## src/rtl/isg_pkg.sv

```systemverilog
package isg_pkg;

  localparam int unsigned NUM_OPS   = 6;
  localparam int unsigned NUM_ADRS  = 8;
  localparam int unsigned MAX_STEPS = 16;
  localparam int unsigned STEP_W    = $clog2(MAX_STEPS + 1);
  localparam int unsigned OPIDX_W   = $clog2(NUM_OPS);
  localparam int unsigned ADIDX_W   = $clog2(NUM_ADRS);

  typedef logic [STEP_W-1:0]   step_t;
  typedef logic [NUM_OPS-1:0]  op_set_t;
  typedef logic [NUM_ADRS-1:0] ad_set_t;

  typedef enum logic [1:0] {
    COND_FIN = 2'd0,
    COND_POS = 2'd1,
    COND_NEG = 2'd2,
    COND_RSV = 2'd3
  } cond_e;

  // Terminal step of each routine
  function automatic step_t last_step(input logic prog);
    return prog ? step_t'(10) : step_t'(16);
  endfunction

  // Opcode flop used by a step
  function automatic int unsigned op_of(input logic prog, input step_t s);
    int unsigned k;
    k = int'(s);
    if (!prog) begin
      case (k)
        1, 7, 11:    return 0;
        2, 4, 8, 12: return 1;
        3, 9, 14:    return 2;
        5, 10, 13:   return 3;
        6, 15:       return 4;
        default:     return 5;
      endcase
    end
    case (k)
      1, 6:    return 0;
      2, 8:    return 1;
      4, 9:    return 2;
      3, 7:    return 3;
      5:       return 4;
      default: return 5;
    endcase
  endfunction

  // Address flop used by a step
  function automatic int unsigned ad_of(input logic prog, input step_t s);
    int unsigned k;
    k = int'(s);
    if (!prog) begin
      case (k)
        2, 5, 7:  return 1;
        3, 8, 13: return 2;
        4, 9:     return 3;
        6, 10:    return 4;
        11, 14:   return 5;
        12:       return 6;
        15:       return 7;
        default:  return 0;
      endcase
    end
    case (k)
      1:       return 7;
      2:       return 1;
      3:       return 3;
      4:       return 6;
      5, 6:    return 2;
      7, 10:   return 5;
      8:       return 4;
      default: return 0;
    endcase
  endfunction

  // Alternative (negative-sign) successor; zero marks a plain step
  function automatic step_t alt_of(input logic prog, input step_t s);
    int unsigned k;
    k = int'(s);
    if (!prog) begin
      case (k)
        3:       return step_t'(7);
        9:       return step_t'(13);
        14:      return step_t'(11);
        default: return '0;
      endcase
    end
    case (k)
      4:       return step_t'(8);
      9:       return step_t'(2);
      default: return '0;
    endcase
  endfunction

endpackage

```

## src/rtl/isg_pair_decode.sv

```systemverilog
module isg_pair_decode
  import isg_pkg::*;
(
  input  op_set_t op_set,
  input  ad_set_t ad_set,
  input  logic    prog,
  output step_t   step,
  output logic    legal
);

  logic [MAX_STEPS:1] hit;

  for (genvar s = 1; s <= MAX_STEPS; s++) begin : g_step
    localparam step_t S = step_t'(s);
    assign hit[s] = (S <= last_step(prog))
                 && (op_set == (op_set_t'(1) << op_of(prog, S)))
                 && (ad_set == (ad_set_t'(1) << ad_of(prog, S)));
  end

  always_comb begin
    step = '0;
    for (int s = 1; s <= MAX_STEPS; s++) begin
      if (hit[s]) step = step | step_t'(s);
    end
  end

  assign legal = |hit;

endmodule

```

## src/rtl/isg_succ.sv

```systemverilog
module isg_succ
  import isg_pkg::*;
(
  input  step_t      step,
  input  logic       prog,
  input  logic       cond_valid,
  input  logic [1:0] cond_code,
  output step_t      nxt,
  output logic       adv
);

  step_t alt;
  logic  live;

  assign alt  = alt_of(prog, step);
  assign live = cond_valid && (step != '0) && (step != last_step(prog));

  always_comb begin
    nxt = step;
    adv = 1'b0;
    if (live) begin
      if (alt != '0) begin
        if (cond_code == COND_POS) begin
          nxt = step_t'(step + 1'b1);
          adv = 1'b1;
        end else if (cond_code == COND_NEG) begin
          nxt = alt;
          adv = 1'b1;
        end
      end else if (cond_code == COND_FIN) begin
        nxt = step_t'(step + 1'b1);
        adv = 1'b1;
      end
    end
  end

endmodule

```

## src/rtl/isg_pair_encode.sv

```systemverilog
module isg_pair_encode
  import isg_pkg::*;
(
  input  step_t   step,
  input  logic    prog,
  output op_set_t op_set,
  output ad_set_t ad_set
);

  logic in_range;

  assign in_range = (step != '0) && (step <= last_step(prog));

  always_comb begin
    op_set = '0;
    ad_set = '0;
    if (in_range) begin
      op_set = op_set_t'(1) << op_of(prog, step);
      ad_set = ad_set_t'(1) << ad_of(prog, step);
    end
  end

endmodule

```

## src/rtl/isg_out_map.sv

```systemverilog
module isg_out_map
  import isg_pkg::*;
#(
  parameter int unsigned       OP_W        = 3,
  parameter int unsigned       ADDR_W      = 16,
  parameter logic [ADDR_W-1:0] ADDR_BASE   = 16'h0100,
  parameter logic [ADDR_W-1:0] ADDR_STRIDE = 16'h0004
) (
  input  op_set_t           op_set,
  input  ad_set_t           ad_set,
  output logic              active,
  output logic [OP_W-1:0]   opcode,
  output logic [ADDR_W-1:0] addr
);

  logic [ADIDX_W-1:0] ad_idx;

  assign active = |op_set;

  always_comb begin
    opcode = '0;
    for (int i = 0; i < int'(NUM_OPS); i++) begin
      if (op_set[i]) opcode = opcode | OP_W'(i);
    end
  end

  always_comb begin
    ad_idx = '0;
    for (int i = 0; i < int'(NUM_ADRS); i++) begin
      if (ad_set[i]) ad_idx = ad_idx | ADIDX_W'(i);
    end
  end

  assign addr = active ? ADDR_BASE + (ADDR_W'(ad_idx) * ADDR_STRIDE) : '0;

endmodule

```

## src/rtl/isg_sequencer.sv

```systemverilog
module isg_sequencer
  import isg_pkg::*;
#(
  parameter int unsigned       OP_W        = 3,
  parameter int unsigned       ADDR_W      = 16,
  parameter logic [ADDR_W-1:0] ADDR_BASE   = 16'h0100,
  parameter logic [ADDR_W-1:0] ADDR_STRIDE = 16'h0004
) (
  input  logic              clk,
  input  logic              rst_n,
  input  logic              start_i,
  input  logic              prog_sel_i,
  input  logic              cond_valid_i,
  input  logic [1:0]        cond_code_i,
  output logic              instr_valid_o,
  output logic [OP_W-1:0]   opcode_o,
  output logic [ADDR_W-1:0] addr_o,
  output logic              done_o
);

  op_set_t op_q, op_d;
  ad_set_t ad_q, ad_d;
  logic    prog_q, prog_d;
  logic    load_en;

  step_t   cur_step;
  logic    cur_legal;
  step_t   succ_step;
  logic    succ_adv;
  step_t   enc_step;

  // Current step from the active pair
  isg_pair_decode u_decode (
    .op_set (op_q),
    .ad_set (ad_q),
    .prog   (prog_q),
    .step   (cur_step),
    .legal  (cur_legal)
  );

  // Successor chosen by the condition report
  isg_succ u_succ (
    .step       (cur_step),
    .prog       (prog_q),
    .cond_valid (cond_valid_i),
    .cond_code  (cond_code_i),
    .nxt        (succ_step),
    .adv        (succ_adv)
  );

  // Start has priority and selects step 1 of the sampled routine
  assign enc_step = start_i ? step_t'(1) : succ_step;
  assign prog_d   = start_i ? prog_sel_i : prog_q;
  assign load_en  = start_i | succ_adv;

  isg_pair_encode u_encode (
    .step   (enc_step),
    .prog   (prog_d),
    .op_set (op_d),
    .ad_set (ad_d)
  );

  always_ff @(posedge clk or negedge rst_n) begin
    if (!rst_n) begin
      op_q   <= '0;
      ad_q   <= '0;
      prog_q <= 1'b0;
    end else if (load_en) begin
      op_q   <= op_d;
      ad_q   <= ad_d;
      prog_q <= prog_d;
    end
  end

  isg_out_map #(
    .OP_W        (OP_W),
    .ADDR_W      (ADDR_W),
    .ADDR_BASE   (ADDR_BASE),
    .ADDR_STRIDE (ADDR_STRIDE)
  ) u_out (
    .op_set (op_q),
    .ad_set (ad_q),
    .active (instr_valid_o),
    .opcode (opcode_o),
    .addr   (addr_o)
  );

  assign done_o = cur_legal && (cur_step == last_step(prog_q));

  // each set is idle or one-hot, and the two sets go idle together
  a_r2_op_onehot0: assert property (@(posedge clk) disable iff (!rst_n)
    $onehot0(op_q));
  a_r2_ad_onehot0: assert property (@(posedge clk) disable iff (!rst_n)
    $onehot0(ad_q));
  a_r2_sets_paired: assert property (@(posedge clk) disable iff (!rst_n)
    ((op_q == '0) == (ad_q == '0)));

  // an active pair always names a step of the latched routine
  a_r11_pair_is_step: assert property (@(posedge clk) disable iff (!rst_n)
    (op_q != '0) |-> cur_legal);

  // start loads step 1
  a_r3_start_loads: assert property (@(posedge clk) disable iff (!rst_n)
    start_i |=> (cur_step == step_t'(1)));

  // terminal step holds without a start
  a_r8_terminal_hold: assert property (@(posedge clk) disable iff (!rst_n)
    (done_o && !start_i) |=> ($stable(op_q) && $stable(ad_q)));

  // idle stays idle without a start
  a_r9_idle_ignore: assert property (@(posedge clk) disable iff (!rst_n)
    ((op_q == '0) && !start_i) |=> (op_q == '0));

  // reserved code leaves the state alone
  a_r10_reserved_hold: assert property (@(posedge clk) disable iff (!rst_n)
    (cond_valid_i && (cond_code_i == COND_RSV) && !start_i)
      |=> ($stable(op_q) && $stable(ad_q)));

endmodule

```

## config.mk

```make
export PLATFORM = sky130hd
export DESIGN_NAME = isg_sequencer
export DESIGN_NICKNAME = d
export VERILOG_FILES = /design/src/rtl/isg_pkg.sv /design/src/rtl/isg_pair_decode.sv /design/src/rtl/isg_succ.sv /design/src/rtl/isg_pair_encode.sv /design/src/rtl/isg_out_map.sv /design/src/rtl/isg_sequencer.sv
export SDC_FILE = /design/constraint.sdc
export NUM_CORES = 1
export LEC_CHECK = 0
export BUFFER_PORTS_ARGS = -buffer_cell sky130_fd_sc_hd__buf_2
export CAP_MARGIN = 20
export CORE_MARGIN = 2
export CORE_UTILIZATION = 50
export DETAILED_ROUTE_END_ITERATION = 6
export PLACE_DENSITY_LB_ADDON = 0.15
export SLEW_MARGIN = 25
export SYNTH_ARGS = -nofsm -noshare
export SYNTH_HDL_FRONTEND = slang
export SYNTH_SLANG_ARGS = --single-unit
```

## constraint.sdc

```tcl
create_clock -name clk -period 13.5 [get_ports clk]
set_input_delay 1.35 -clock clk [delete_from_list [all_inputs] [get_ports clk]]
set_output_delay 1.35 -clock clk [all_outputs]
set_load 0.02 [all_outputs]
```

==> results.json, run 1 <==
{
  "vias": 3107,
  "synth_edf_count": 0,
  "status": "completed",
  "setup_viol": 0,
  "first_pass_iters": 5,
  "synth_top_area_share": 0.125,
  "ctsHoldBuffers": 0,
  "synth_fa_ha_area_frac": 0.0709,
  "clock_latency_ns": 0.25,
  "synth_top_family_by_area": "simple AND/OR/NAND/NOR gates",
  "ys.flop_type": "dfrtp_1",
  "cts_resized": 0,
  "muxShareOfSynthArea": 0.0242,
  "route.detailed.drc": 0,
  "synth_compound_area_frac": 0.265,
  "arrival_ns": 5.67,
  "syn_inst": 395,
  "clock-sinks": 15,
  "drt_iter0_drc": 405,
  "cp-end-kind": "flop",
  "slew_violations": 0,
  "crit_path_start_kind": "flop",
  "synthSimpleGateAreaFrac": 0.376,
  "critical_path_class": "flop to flop",
  "die_w_um": 81.5,
  "synth_area_per_cell_um2": 7.60,
  "r2r_start": "ad_q[5]",
  "period_minus_slack_ns": 5.53,
  "cts.path.max_buffers": 2,
  "wire_per_inst_um": 18.6,
  "yosysSeqAreaShare": 0.125,
  "fin_setup_tns_ns": 0,
  "cts_root_buffer": "clkbuf_8",
  "yosysWarnings": 0,
  "viasPerCell": 6.71,
  "synthTopCellsByArea": "dfrtp_1 13%, ha_1 7.1%, buf_4 4.5%, nand2_1 4.0%, nor4_1 3.5%",
  "grt-ovfl-total": 0,
  "synth_most_common_cell": "nand2_1",
  "h-tree-depth": 1,
  "holdCritPathClass": "flop to flop",
  "ir_worst_vdd_mv": 0.111,
  "hold_viol_final": 0,
  "grt_max_degree": 33,
  "r2r_cells": 17,
  "synthTopCellsByCount": "32 x nand2_1, 26 x nor2_1, 22 x inv_1",
  "clkTransAtPathRegs_ns": 0.06,
  "gp_congestion": 0.970,
  "skew_ns": 0.00397,
  "r2r_end": "ad_q[1]",
  "endpoint": "ad_q[1]",
  "nets": 413,
  "io_buffers": 15,
  "dpl.hpwl_um": 6430,
  "grt_pass1_wl_um": 14200,
  "grt_usage": 0.269,
  "antennaDiodeCount": 0,
  "worstPathRequired_ns": 13.63,
  "start_util": 0.513,
  "row_count": 28,
  "nFillCells": 593,
  "finalPower_mw": 0.548,
  "relSlewSlack": 0.323,
  "grt_pass1_vias": 2879,
  "crit_path_start": "ad_q[5]",
  "synth_seq_cells": 15,
  "core_um2": 5850,
  "cts_tree": "built",
  "fin_crit_sh": 0.410,
  "synth_top_cell_by_area": "dfrtp_1",
  "drv_cap": 0,
  "ys_types": 80,
  "synthXorXnorAreaFrac": 0.0288,
  "wl_um": 8600,
  "p_leak_nw": 1.29,
  "io_pins": 28,
  "cp_max_fo": 12,
  "rsz0062_at_grt": "no",
  "dieArea_um2": 6640,
  "syn_area_um2": 3000,
  "finish.utilization": 0.517,
  "drive_gt1_frac": 0.131,
  "antenna_left": 0,
  "die_h_um": 81.5,
  "postCtsSetupRepairBufs": 0,
  "tightest_slew_ns": 1.01,
  "async_flop_share": 1.00,
  "cts_made_buffers": 3,
  "power_density_nw_per_um2": 181,
  "fmax_ghz": 0.181,
  "r2r_setup_slack_ns": 7.97,
  "area_growth_syn_to_layout_pct": 0.751,
  "antenna_found_initial": 0
}
-- kinds of logic (layout without fill, tap and decap cells) --
kind of cell,count (synthesis),after routing
and+or+nand+nor,185,185
AOI/OAI and AO/OA,100,100
buffers and inverters,61,43
adders and majority gates,17,17
DFF,15,15
xor gates and xnor gates,9,9
muxes,7,7
other,1,12
-- worst max-delay path, stage by stage (launching register included) --
cell	delay, ns
dfrtp_1	0.53
nor4_1	0.70
nand3b_1	0.22
nor3_1	0.46
nor4_1	0.11
nand2_1	0.28
ha_1	0.36
nand4_1	0.11
o21a_2	0.34
a22o_1	0.22
o221ai_2	0.39
inv_1	0.23
ha_1	0.30
o211a_1	0.24
a311oi_1	0.38
a211o_1	0.21
nor2_1	0.07
a32o_1	0.28
-- how the worst min path moves through the flow --
| stage | start | to | cells past startpoint |
|---|---|---|---|
| 2_1_floorplan | ad_q[6] | ad_q[6] | 2 |
| 6_report | ad_q[2] | ad_q[2] | 2 |
| 5_1_grt | ad_q[2] | ad_q[2] | 2 |
| 3_3_place_gp | ad_q[2] | ad_q[2] | 2 |
| 4_1_cts | ad_q[2] | ad_q[2] | 2 |
| 3_5_place_dp | ad_q[2] | ad_q[2] | 2 |
-- power breakdown --
| part | leakage [nW] | internal (mW) | switching (mW) | total [mW] |
|---|---|---|---|---|
| clock network | 0.0228 | 0.0209 | 0.0158 | 0.0367 |
| logic | 1.06 | 0.153 | 0.255 | 0.408 |
| registers | 0.204 | 0.0558 | 0.0481 | 0.104 |
| total | 1.29 | 0.230 | 0.318 | 0.548 |
-- cells in the final DEF, fill, tap and decap left out, types with 4 or more instances in the layout --
| master | netlist | routed |
|---|---|---|
| o21a_1 | 6 | 6 |
| nand4b_1 | 5 | 5 |
| a31oi_1 | 4 | 4 |
| a211o_1 | 6 | 6 |
| buf_2 | 5 | 15 |
| o211ai_1 | 8 | 8 |
| or2_2 | 6 | 6 |
| nand3_1 | 9 | 9 |
| o21ai_0 | 9 | 9 |
| dfrtp_1 | 15 | 15 |
| ha_1 | 17 | 17 |
| mux2i_1 | 5 | 5 |
| a21o_1 | 5 | 5 |
| nand2_1 | 32 | 32 |
| conb_1 | 1 | 12 |
| nor3_1 | 20 | 20 |
| a22o_1 | 5 | 5 |
| xor2_1 | 5 | 5 |
| a32o_1 | 8 | 8 |
| nand4_1 | 11 | 11 |
| nor2_1 | 26 | 26 |
| a21oi_1 | 14 | 14 |
| inv_1 | 22 | 22 |
| nor4_1 | 17 | 17 |
| nand2b_1 | 7 | 7 |
| or3_1 | 9 | 9 |
| nor4b_1 | 6 | 6 |
-- layer usage --
layer / wire length [um] / global-route usage
met1: 3810 / 0.370
met2: 4050 / 0.443
met3: 480 / 0.0154
met4: 266 / 0.103
met5: 0 / 0
-- final cells by class --
| cell class | instances | area, um2 | area share |
|---|---|---|---|
| Clock buffer | 4 | 45.0 | 0.0149 |
| Inverter | 23 | 86.3 | 0.0286 |
| Multi-Input combinational cell | 330 | 2340 | 0.774 |
| Sequential cell | 15 | 375 | 0.124 |
| Tap cell | 75 | 93.8 | 0.0310 |
| Timing Repair Buffer | 16 | 82.6 | 0.0273 |
-- sequential cells by signal, summed over array words and instances (netlist names) --
signal,cells
ad_q,8
op_q,6
prog_q,1
-- stage by stage --
step / cell area (um2) / setup slack (ns) / cells / hold WS (ns)
2_1_floorplan: 3040 / 8.87 / 406 / 0.578
3_3_place_gp: 2980 / 8.10 / 459 / 0.699
3_5_place_dp: 2980 / 8.09 / 459 / 0.706
4_1_cts: 3020 / 8.07 / 463 / 0.713
5_1_grt: 3020 / 7.51 / 463 / 0.762
6_report: 3020 / 7.97 / 463 / 0.727
No activity file was read; power rests on OpenSTA's default activity.
==> inputs of run 2 (changes only) <==
--- a/config.mk
+++ b/config.mk
@@ -5,6 +5,7 @@
 export SDC_FILE = /design/constraint.sdc
 export NUM_CORES = 1
 export LEC_CHECK = 0
+export ABC_AREA = 1
 export BUFFER_PORTS_ARGS = -buffer_cell sky130_fd_sc_hd__buf_2
 export CAP_MARGIN = 20
 export CORE_MARGIN = 2
==> constraint.sdc (replaced) <==
create_clock -name clk -period 5.3 [get_ports clk]
set_input_delay 0.53 -clock clk [delete_from_list [all_inputs] [get_ports clk]]
set_output_delay 0.53 -clock clk [all_outputs]
set_load 0.02 [all_outputs]
==> run 2 against run 1 <==
- via count up 23%
- first-iteration DRC count down 11%
- non-clock buffer count up 2
- sequential share of layout area down 1.2 points
- utilization up 1.2 points
- cell area up 10%
- cell count up 49%
- clock-buffer cell count down 1
- largest cell class unchanged
==> results.json, run 2 <==
{
  "mostFrequentLayoutCells": "209 x nand2_1, 92 x nor2_1, 78 x nand3_1",
  "synth_area_per_cell_um2": 5.35,
  "ir_worst_vdd_mv": 0.388,
  "synth_seq_cells": 15,
  "drt_iter0_drc": 361,
  "synthTopCellsByArea": "nand2_1 24%, nand3_1 12%, dfrtp_1 12%, nor2_1 11%, ha_1 6.5%",
  "grt-ovfl-total": 0,
  "drive_gt1_frac": 0.127,
  "cts_made_buffers": 3,
  "slowest_stage": "dfrtp_1",
  "route.detailed.drc": 0,
  "wl_um": 9550,
  "power_density_nw_per_um2": 624,
  "wire_per_inst_um": 13.8,
  "cts_tree": "built",
  "cp-end-kind": "flop",
  "start_util": 0.516,
  "core_um2": 6310,
  "largest_register": "ad_q",
  "dieArea_um2": 7170,
  "ys.flop_type": "dfrtp_1",
  "drv_cap": 0,
  "dpl.hpwl_um": 7580,
  "layout_setup_ws_ns": 0.844,
  "largest_reg_flops": 8,
  "hold_viol_final": 0,
  "postCtsSetupRepairBufs": 0,
  "syn_inst": 609,
  "cp_common_cell": "nand2_1",
  "place_worst_setup_slack_ns": 0.920,
  "h-tree-depth": 1,
  "grt_pass1_vias": 3428,
  "setup_viol": 0,
  "crit_path_start": "prog_q",
  "p_leak_nw": 1.97,
  "syn_area_um2": 3260,
  "gp_congestion": 1.07,
  "yosysSeqAreaShare": 0.115,
  "r2r_start": "prog_q",
  "io_buffers": 15,
  "slew_violations": 0,
  "final_common_cell": "nand2_1",
  "cts_resized": 0,
  "cts_root_buffer": "clkbuf_8",
  "row_count": 29,
  "ctsHoldBuffers": 0,
  "relSlewSlack": 0.489,
  "synthTopCellsByCount": "209 x nand2_1, 92 x nor2_1, 78 x nand3_1",
  "period_minus_slack_ns": 4.46,
  "skew_ns": 0.00444,
  "grt_pass1_wl_um": 16200,
  "grt_max_degree": 32,
  "antennaDiodeCount": 0,
  "arrival_ns": 4.59,
  "yosysWarnings": 0,
  "clock-sinks": 15,
  "clkTransAtPathRegs_ns": 0.06,
  "crit_path_start_kind": "flop",
  "io_pins": 28,
  "worstPathRequired_ns": 5.44,
  "fin_crit_sh": 0.841,
  "timing.hold.ws_ns": 0.173,
  "die_h_um": 84.7,
  "finalPower_mw": 2.08,
  "async_flop_share": 1.00,
  "first_pass_iters": 6,
  "critical_path_class": "flop to flop",
  "slowest_delay_ns": 0.38,
  "antenna_left": 0,
  "cp_max_fo": 31,
  "grt_usage": 0.271,
  "nets": 638,
  "rsz0062_at_grt": "no",
  "area_growth_syn_to_layout_pct": 2.46,
  "holdCritPathClass": "input port to async pin",
  "synth_edf_count": 0,
  "synth_most_common_cell": "nand2_1",
  "synth_top_area_share": 0.241,
  "largest_registers": "ad_q (8), op_q (6), prog_q (1)",
  "antenna_found_initial": 0,
  "die_w_um": 84.7,
  "fin_setup_tns_ns": 0,
  "synth_top_cell_by_area": "nand2_1",
  "viasPerCell": 5.56,
  "vias": 3834,
  "clock_latency_ns": 0.25,
  "cts.path.max_buffers": 2,
  "fmax_ghz": 0.224,
  "tightest_slew_ns": 0.761,
  "status": "completed",
  "ys_types": 34
}
[run 2: cell types whose count changed after synthesis, moves of 9 or more]
cell     change
inv_1       +32
nor3_1      -12
or3_1        -9
nand2_2     +21
nand2_1    +177
nor2_2      +10
nand3_1     +69
nor2_1      +66
nor4_1      -17
[run 2: power breakdown]
part,internal (mW),leakage (nW),switching (mW)
registers,0.146,0.202,0.0662
logic,0.542,1.74,1.24
clock network,0.0520,0.0255,0.0379
total,0.739,1.97,1.34
[run 2: final cells by class]
type,count,area (um2)
clock buffers,3,41.3
clock inverters,1,5.00
fillers,697,2980
inverters,63,236
multi-input cells,513,2480
flip-flops and latches,15,375
well taps,77,96.3
repair buffers,18,97.6
[run 2: final timing paths]
path / slack (ns) / to / depth (start not counted)
setup / recovery: 0.84 / ad_q[1] / 30
hold / removal: 0.17 / ad_q[0] / 1
setup reg to reg: 0.84 / ad_q[1] / 30
hold reg to reg: 0.54 / ad_q[2] / 2
max in group asynchronous: 4.88 / ad_q[2] / 1
min in group clk: 0.54 / ad_q[2] / 2
[run 2: worst max-delay path, delay by kind of cell (launching register included)]
kind            cells  cell delay (ns)
fa+ha+maj           2             0.52
compound gates      2             0.21
flops               1             0.38
simple gates       21             2.45
buf+inv             5             0.77
[run 2: metrics by stage]
stage          std cells  area, um2   util
2_1_floorplan        620       3300      -
3_3_place_gp         686       3290  0.521
3_5_place_dp         686       3290  0.521
4_1_cts              690       3340  0.528
5_1_grt              690       3340  0.528
6_report             690       3340  0.528
[run 2: per-layer routing]
metal,GRT usage,up-vias,part of all wire
met4,0.0866,0,0.033
met5,0,-,0
met1,0.372,1697,0.45
met2,0.436,186,0.45
met3,0.0403,42,0.074
li1,-,1909,-
[run 2: kinds of logic after synthesis]
| family | count (synthesis) | share of synthesized area |
|---|---|---|
| AO/OA/AOI/OAI | 39 | 0.0711 |
| adder cells (fa/ha/maj) | 17 | 0.0653 |
| buffers and inverters | 92 | 0.135 |
| flip-flops | 15 | 0.115 |
| other | 1 | 0.00115 |
| AND/OR/NAND/NOR | 445 | 0.613 |
